### config.mk
export PLATFORM = sky130hd
export DESIGN_NAME = rx_flush_timer
export DESIGN_NICKNAME = d
export VERILOG_FILES = /design/src/rtl/rxf_pkg.sv /design/src/rtl/rxf_lat_reg.sv /design/src/rtl/rxf_ms_counter.sv /design/src/rtl/rxf_flush_ctrl.sv /design/src/rtl/rx_flush_timer.sv
export SDC_FILE = /design/constraint.sdc
export NUM_CORES = 1
export LEC_CHECK = 0
export CAP_MARGIN = 20
export CORE_MARGIN = 4
export CORE_UTILIZATION = 49
export DETAILED_ROUTE_END_ITERATION = 7
export GPL_TIMING_DRIVEN = 0
export PLACE_DENSITY_LB_ADDON = 0.05
export SYNTH_ARGS = -nofsm -noshare
export SYNTH_HDL_FRONTEND = slang
export SYNTH_SLANG_ARGS = --single-unit
export TNS_END_PERCENT = 10
### constraint.sdc
create_clock -name clk -period 5.1 [get_ports clk]
set_input_delay 0.51 -clock clk [delete_from_list [all_inputs] [get_ports clk]]
set_output_delay 0.51 -clock clk [all_outputs]
set_load 0.02 [all_outputs]
### src/rtl/rxf_pkg.sv
package rxf_pkg;
  localparam int unsigned RXF_LAT_W = 8;
  localparam int unsigned RXF_LAT_DEFAULT = 16;

  typedef enum logic [1:0] {
    FL_NONE    = 2'd0,
    FL_TIMEOUT = 2'd1,
    FL_PACKET  = 2'd2
  } flush_cause_e;
endpackage

### src/rtl/rxf_lat_reg.sv
module rxf_lat_reg #(
  parameter int unsigned W       = 8,
  parameter int unsigned RST_VAL = 16
) (
  input  logic         clk,
  input  logic         rst,
  input  logic         we,
  input  logic [W-1:0] wdata,
  output logic [W-1:0] lat_q
);
  localparam logic [W-1:0] MIN_LAT = W'(1);
  localparam logic [W-1:0] RST_LAT = W'(RST_VAL);

  logic [W-1:0] lat_d;

  always_comb begin
    lat_d = wdata;
    if (wdata == '0) lat_d = MIN_LAT;
  end

  always_ff @(posedge clk) begin
    if (rst) lat_q <= RST_LAT;
    else if (we) lat_q <= lat_d;
  end


  lat_nonzero_chk: assert property (@(posedge clk) disable iff (rst)
    lat_q != '0);


  lat_load_chk: assert property (@(posedge clk) disable iff (rst)
    (we && wdata != '0) |=> (lat_q == $past(wdata)));


  lat_zero_load_chk: assert property (@(posedge clk) disable iff (rst)
    (we && wdata == '0) |=> (lat_q == MIN_LAT));
endmodule

### src/rtl/rxf_ms_counter.sv
module rxf_ms_counter #(
  parameter int unsigned W = 8
) (
  input  logic         clk,
  input  logic         rst,
  input  logic         ms_tick,
  input  logic         byte_wr,
  input  logic         fifo_nonempty,
  input  logic         clear,
  input  logic [W-1:0] lat,
  output logic         expire,
  output logic [W-1:0] cnt_q
);
  logic [W:0] next_cnt;
  logic       restart;

  assign next_cnt = {1'b0, cnt_q} + (W+1)'(1);
  assign restart  = clear | byte_wr | ~fifo_nonempty;

  always_comb begin
    expire = 1'b0;
    if (fifo_nonempty && !byte_wr && ms_tick)
      expire = (next_cnt >= {1'b0, lat});
  end

  always_ff @(posedge clk) begin
    if (rst) cnt_q <= '0;
    else if (restart) cnt_q <= '0;
    else if (ms_tick) cnt_q <= next_cnt[W-1:0];
  end


  byte_restart_chk: assert property (@(posedge clk) disable iff (rst)
    byte_wr |=> (cnt_q == '0));


  empty_clear_chk: assert property (@(posedge clk) disable iff (rst)
    !fifo_nonempty |=> (cnt_q == '0));


  cnt_bound_chk: assert property (@(posedge clk) disable iff (rst)
    cnt_q != '1);


  empty_no_expire_chk: assert property (@(posedge clk) disable iff (rst)
    !fifo_nonempty |-> !expire);
endmodule

### src/rtl/rxf_flush_ctrl.sv
module rxf_flush_ctrl
  import rxf_pkg::*;
(
  input  logic clk,
  input  logic rst,
  input  logic pkt_full,
  input  logic expire,
  output logic fire,
  output logic flush_req
);
  logic         pkt_d;
  logic         pkt_rise;
  flush_cause_e cause;

  assign pkt_rise = pkt_full & ~pkt_d;

  always_comb begin
    cause = FL_NONE;
    if (pkt_rise)    cause = FL_PACKET;
    else if (expire) cause = FL_TIMEOUT;
  end

  assign fire = (cause != FL_NONE);

  always_ff @(posedge clk) begin
    if (rst) begin
      pkt_d     <= 1'b0;
      flush_req <= 1'b0;
    end else begin
      pkt_d     <= pkt_full;
      flush_req <= fire;
    end
  end


  pkt_flush_chk: assert property (@(posedge clk) disable iff (rst)
    $rose(pkt_full) |=> flush_req);


  timeout_flush_chk: assert property (@(posedge clk) disable iff (rst)
    expire |=> flush_req);


  pkt_held_chk: assert property (@(posedge clk) disable iff (rst)
    (pkt_full && pkt_d && !expire) |=> !flush_req);
endmodule

### src/rtl/rx_flush_timer.sv
module rx_flush_timer
  import rxf_pkg::*;
#(
  parameter int unsigned LAT_W   = RXF_LAT_W,
  parameter int unsigned LAT_RST = RXF_LAT_DEFAULT
) (
  input  logic             clk,
  input  logic             rst,
  input  logic             cfg_we,
  input  logic [LAT_W-1:0] cfg_wdata,
  input  logic             byte_wr,
  input  logic             fifo_nonempty,
  input  logic             pkt_full,
  input  logic             ms_tick,
  output logic             flush_req
);
  logic [LAT_W-1:0] lat_q;
  logic [LAT_W-1:0] cnt_q;
  logic             expire;
  logic             fire;

  rxf_lat_reg #(.W(LAT_W), .RST_VAL(LAT_RST)) u_lat (
    .clk   (clk),
    .rst   (rst),
    .we    (cfg_we),
    .wdata (cfg_wdata),
    .lat_q (lat_q)
  );

  rxf_ms_counter #(.W(LAT_W)) u_cnt (
    .clk           (clk),
    .rst           (rst),
    .ms_tick       (ms_tick),
    .byte_wr       (byte_wr),
    .fifo_nonempty (fifo_nonempty),
    .clear         (fire),
    .lat           (lat_q),
    .expire        (expire),
    .cnt_q         (cnt_q)
  );

  rxf_flush_ctrl u_ctl (
    .clk       (clk),
    .rst       (rst),
    .pkt_full  (pkt_full),
    .expire    (expire),
    .fire      (fire),
    .flush_req (flush_req)
  );


  lowered_lat_chk: assert property (@(posedge clk) disable iff (rst)
    (ms_tick && fifo_nonempty && !byte_wr && cnt_q >= lat_q) |=> flush_req);


  reset_quiet_chk: assert property (@(posedge clk)
    rst |=> !flush_req);
endmodule

==> flow_metrics.tcl, run 1 <==
set metrics [dict create \
    synth-edff-count 0 \
    setup_violations 0 \
    finalHoldViolCount 0 \
    critical_path_class "reg2reg" \
    antenna_found_initial 0 \
    ys_types 33 \
    status "complete, no violations" \
    top_usage_layer "met2" \
    hold_buffers 0 \
    worstPathArrival_ns 2.95 \
    synth-seq-area-share_pct 32.5 \
    final-seq-area_um2 360 \
    vias 940 \
    coreArea_um2 2060 \
    io_pins 16 \
    cp-end-kind "flop" \
    antenna_cells 0 \
    drt_wl_total_um 2060 \
    dp.cells 172 \
    placementRows 16 \
    fin_nets 174 \
    leakagePower_nw 0.571 \
    start_util_pct 53.8 \
    relSlewSlack_pct 61.2 \
    cts_setup_buffers 0 \
    grt_pass1_wl_um 3560 \
    path_clk_slew_ns 0.10 \
    drv_cap 0 \
    cts_buffer_depth 2 \
    worst_slew_pin_slew_ns 0.583 \
    portBuffers 14 \
    post_dp_cell_area_um2 1280 \
    die-area_um2 3090 \
    cts.sinks 18 \
    drc_errors 0 \
    fin_cells 175 \
    use_met2_pct 23.0 \
    preCtsSetupSlack_ns 2.38 \
    synth-warning-count 0 \
    drt_first_pass_iters 4 \
    syn_nets 155 \
    final_cell_mix "18 x dfxtp_1, 14 x nand2_1, 14 x clkdlybuf4s50_1, 11 x inv_1, 11 x nor2_1" \
    ys_ff_latch 18 \
    clock_latency_ns 0.29 \
    grt_overflow 0 \
    grt_start_max_net_pins 11 \
    cts_tree "built" \
    fillers 189 \
    grt_pass1_vias 885 \
    cp.required_ns 5.32 \
    syn_avg_cell_area_um2 8.47 \
    ant_nets 0 \
    fin_tns_setup_ns 0 \
    ys.flop_type "dfxtp_1" \
    p_per_area_nw_per_um2 194 \
    rsz0062_at_grt "false" \
    cts_resized 0 \
    synthArstFlopShare_pct 0 \
    netlist_instances 131 \
    final_layout_size_suffix_gt1_share_pct 8.11 \
    drt-initial-drc-count 6 \
    syn_area_um2 1110 \
    grtUsageTotal_pct 14.2 \
    use_met3_pct 6.26 \
    mostFrequentLayoutCell "dfxtp_1" \
    post-route-period-util_pct 53.4 \
    finalCriticalPeriod_ns 2.72 \
    cts_buffers 3 \
    worstHoldPathType "reg2reg" \
    vdd_ir_drop_max_mv 0.171 \
    drv_slew 0 \
    hpwlAfterDp_um 1620 \
    die_w_um 55.6 \
    start_kind "flop" \
    cts-root-buf "clkbuf_4" \
    cp_max_fo 10 \
    final_cell_area_um2 1310 \
    areaGrowthSynthToFinish_pct 17.7 \
    die_h_um 55.6 \
    multi_input_area_um2 671 \
    gp_congestion 0.728 \
    met1_usage_pct 16.2 \
    viasPerCell 5.37 \
    final.setup_skew_ns 0.00589 \
    h-tree-depth 1 \
    max_freq_mhz 367 \
    setup_ws_ns 2.38 \
    final_core_util_pct 63.3 \
    wire_per_inst_um 11.8 \
]
==> per-layer routing <==
layer | up-vias | share of wire [%]
met3 | 4 | 4.6
met4 | 0 | 1.4
met1 | 433 | 48
met2 | 13 | 46
li1 | 490 | -
met5 | - | 0
==> worst paths after layout <==
path | start | end | slack [ns] | cells past startpoint
max | u_cnt.cnt_q[0]$_SDFFE_PP0P_ | u_cnt.cnt_q[0]$_SDFFE_PP0P_ | 2.38 | 11
min | u_lat.lat_q[4]$_SDFFE_PP1P_ | u_lat.lat_q[4]$_SDFFE_PP1P_ | 0.50 | 2
max reg2reg | u_cnt.cnt_q[0]$_SDFFE_PP0P_ | u_cnt.cnt_q[0]$_SDFFE_PP0P_ | 2.38 | 11
min reg2reg | u_lat.lat_q[4]$_SDFFE_PP1P_ | u_lat.lat_q[4]$_SDFFE_PP1P_ | 0.50 | 2
==> critical path, cell delays in order, from the launching register on <==
cell and delay [ns]:
dfxtp_1 0.43, ha_1 0.29, nand4_2 0.14, or2_1 0.28, xnor2_1 0.14, ha_1 0.29, nand3_1 0.11, nor2_1 0.05
a211o_1 0.30, buf_6 0.14, or3b_1 0.35, a21oi_1 0.14
==> sequential cells by signal (all words and copies together), names as in the netlist <==
| signal | cells |
|---|---|
| u_ctl.flush_req | 1 |
| u_ctl.pkt_d | 1 |
| u_cnt.cnt_q | 8 |
| u_lat.lat_q | 8 |
==> power breakdown <==
group | internal, W | switching [W] | leakage [nW]
Combinational | 0.0000201 | 0.0000174 | 0.410
Sequential | 0.000145 | 0.00000225 | 0.147
Clock | 0.0000275 | 0.0000414 | 0.0138
==> per-stage QoR <==
stage / hold WS [ns] / total power, W
final: 0.502 / 0.000254
after global routing: 0.533 / 0.000269
after CTS: 0.509 / 0.000259
after detailed placement: 0.490 / 0.000188
after global placement: 0.480 / 0.000188
after floorplan: 0.460 / 0.000171
==> synthesized netlist by cell type (3+ instances only) <==
cell type   n  area [um^2]
dfxtp_1    18          360
nand2_1    14         52.6
inv_1      11         41.3
nor2_1     11         41.3
ha_1        9          113
mux2i_1     6         60.1
nand3_1     6         30.0
a21o_1      5         37.5
a21oi_1     5         25.0
a211oi_1    4         30.0
clkbuf_1    4         15.0
xnor2_1     4         35.0
nand2b_1    3         18.8
nor2b_1     3         18.8
or3b_1      3         26.3
==> cells by family after synthesis <==
| family | share of synthesized area (%) |
|---|---|
| flip-flops | 32.5 |
| buffers and inverters | 7.10 |
| AND/OR/NAND/NOR | 26.3 |
| AO/OA/AOI/OAI | 14.7 |
| multiplexers | 5.41 |
| XOR/XNOR | 3.95 |
| adder cells (fa/ha/maj) | 10.1 |
==> cell type report <==
type                            count  area share (%)
Multi-Input combinational cell     96            51.3
Clock buffer                        3            1.72
Tap cell                           27            2.59
Timing Repair Buffer               14            10.7
Sequential cell                    18            27.6
Buffer                              6            2.87
Inverter                           11            3.16
Note: power is estimated with default switching activity, not from simulation.
==> run 2, diff against run 1 <==
CORE_UTILIZATION = 48   (was 49)
clock period = 2.25 ns   (was 5.1 ns; I/O delays follow)
==> flow_metrics.tcl, run 2 (synthesized netlist as in run 1, its figures left out) <==
set metrics [dict create \
    top_usage_layer "met2" \
    fin_tns_setup_ns -0.775 \
    power_w 0.000622 \
    cts_buffers 3 \
    die_h_um 56.1 \
    min_from "cfg_we" \
    vias 991 \
    cp-end-kind "flop" \
    startpoint "u_cnt.cnt_q[0]$_SDFFE_PP0P_" \
    post-route-period-util_pct 108 \
    timing.rr.start "u_cnt.cnt_q[0]$_SDFFE_PP0P_" \
    use_met2_pct 27.9 \
    fin_nets 181 \
    portBuffers 14 \
    pwr-share-seq_pct 53.5 \
    met1_usage_pct 18.5 \
    grt_start_max_net_pins 11 \
    clock_latency_ns 0.29 \
    worstHoldPathType "in2reg" \
    areaGrowthSynthToFinish_pct 31.2 \
    comb_power_share_pct 14.8 \
    rsz0062_at_grt "true" \
    coreArea_um2 2210 \
    leakagePower_nw 0.652 \
    drv_cap 0 \
    internal_power_w 0.000476 \
    p_sw_share_pct 23.5 \
    start_kind "flop" \
    final_cell_mix "14 x nand2_1, 14 x clkdlybuf4s50_1, 14 x dfxtp_1, 11 x inv_1, 11 x nor2_1" \
    drt-initial-drc-count 15 \
    drc_errors 0 \
    max_freq_mhz 410 \
    finalHoldViolCount 0 \
    reg_top3 "u_cnt.cnt_q (8), u_lat.lat_q (8)" \
    h-tree-depth 1 \
    grt_pass1_wl_um 3950 \
    grtUsageTotal_pct 15.8 \
    finalCriticalPeriod_ns 2.44 \
    cts-root-buf "clkbuf_4" \
    pwr-share-clk_pct 31.7 \
    power_switching_w 0.000146 \
    start_util_pct 50.2 \
    grt_overflow 0 \
    placementRows 17 \
    drv_slew 0 \
    use_met3_pct 2.55 \
    cp.required_ns 2.48 \
    cts_tree "built" \
    critical_path_class "reg2reg" \
    gp_congestion 0.733 \
    cts.sinks 18 \
    die_w_um 56.1 \
    drt_wl_total_um 2330 \
    ant_nets 0 \
    final_layout_size_suffix_gt1_share_pct 21.2 \
    grt_pass1_vias 945 \
    r2r_slack_ns -0.19 \
    antenna_cells 0 \
    status "complete, but fails checks" \
    path_clk_slew_ns 0.10 \
    violations "setup timing" \
    worst_slew_pin_slew_ns 0.575 \
    relSlewSlack_pct 61.7 \
    wire_per_inst_um 12.7 \
    viasPerCell 5.39 \
    die-area_um2 3150 \
    setup_violations 7 \
    drt_first_pass_iters 4 \
    io_pins 16 \
    vdd_ir_drop_max_mv 0.374 \
    worstPathArrival_ns 2.67 \
    final.setup_skew_ns 0.00604 \
    setup_ws_ns -0.190 \
    cp_max_fo 7 \
    cts_buffer_depth 2 \
    p_per_area_nw_per_um2 427 \
    hpwlAfterDp_um 1730 \
    antenna_found_initial 0 \
]
==> run 2: cell types whose count changed in the layout (fill, tap and decap cells not counted), sizes merged <==
cell	change
clkbuf	+1
buf	+7
==> run 2: critical path: stages, from the launching register on <==
cell	delay, ns
dfxtp_4	0.39
ha_4	0.16
nand4_4	0.11
or2_4	0.26
xnor2_2	0.13
ha_1	0.31
nand3_1	0.08
o211ai_1	0.08
a211o_1	0.24
buf_6	0.13
or3b_4	0.37
a21oi_2	0.11
==> run 2: final cells by class <==
cell class                 count  area (um^2)
fill                         203          756
tap                           28         35.0
clock buffer                   4         36.3
multi-input combinational     96          743
sequential                    18          370
inverter                      11         41.3
timing repair buffer          21          193
buffer                         6         37.5
==> run 2: what timing repair did <==
| action | 4_1_cts | 5_1_grt |
|---|---|---|
| hold buffers | 0 | 0 |
| setup endpoints to repair | 9 | 9 |
| gates resized for setup | 6 | 8 |
| pin swaps | 5 | 1 |
| setup buffers | 7 | 0 |
==> run 2: per-stage QoR <==
step | util [%] | hold slack [ns] | area [um^2] | std cells | setup WS, ns
after floorplan | - | 0.353 | 1130 | 131 | -0.0890
after global placement | 58.9 | 0.480 | 1300 | 173 | -0.219
after detailed placement | 58.9 | 0.489 | 1300 | 173 | -0.251
after CTS | 64.2 | 0.451 | 1420 | 184 | -0.163
after global routing | 65.8 | 0.488 | 1460 | 184 | -0.296
final | 65.8 | 0.442 | 1460 | 184 | -0.190
==> run 2: path summary, 6_finish.rpt <==
path | endpoint | cells after the start
hold reg to reg | u_lat.lat_q[4]$_SDFFE_PP1P_ | 2
setup reg to reg | u_cnt.cnt_q[0]$_SDFFE_PP0P_ | 11
setup / recovery | u_cnt.cnt_q[0]$_SDFFE_PP0P_ | 11
hold / removal | u_lat.lat_q[4]$_SDFFE_PP1P_ | 3
==> run 2: metal layers <==
| metal | up-vias | share of wire (%) | routed length, um |
|---|---|---|---|
| li1 | 509 | - | - |
| met2 | 17 | 50 | 1180 |
| met4 | 0 | 1.5 | 36 |
| met1 | 461 | 43 | 1010 |
| met3 | 4 | 4.5 | 106 |
| met5 | - | 0 | 0 |
==> run 2: power groups by stage <==
stage / Clock, W / Sequential (W) / Combinational, W
floorplan: 0 / 0.000341 / 0.0000466
global placement: 0 / 0.000342 / 0.0000833
detailed placement: 0 / 0.000342 / 0.0000861
CTS: 0.000205 / 0.000333 / 0.0000906
global route: 0.000219 / 0.000334 / 0.000103
finish: 0.000197 / 0.000333 / 0.0000919
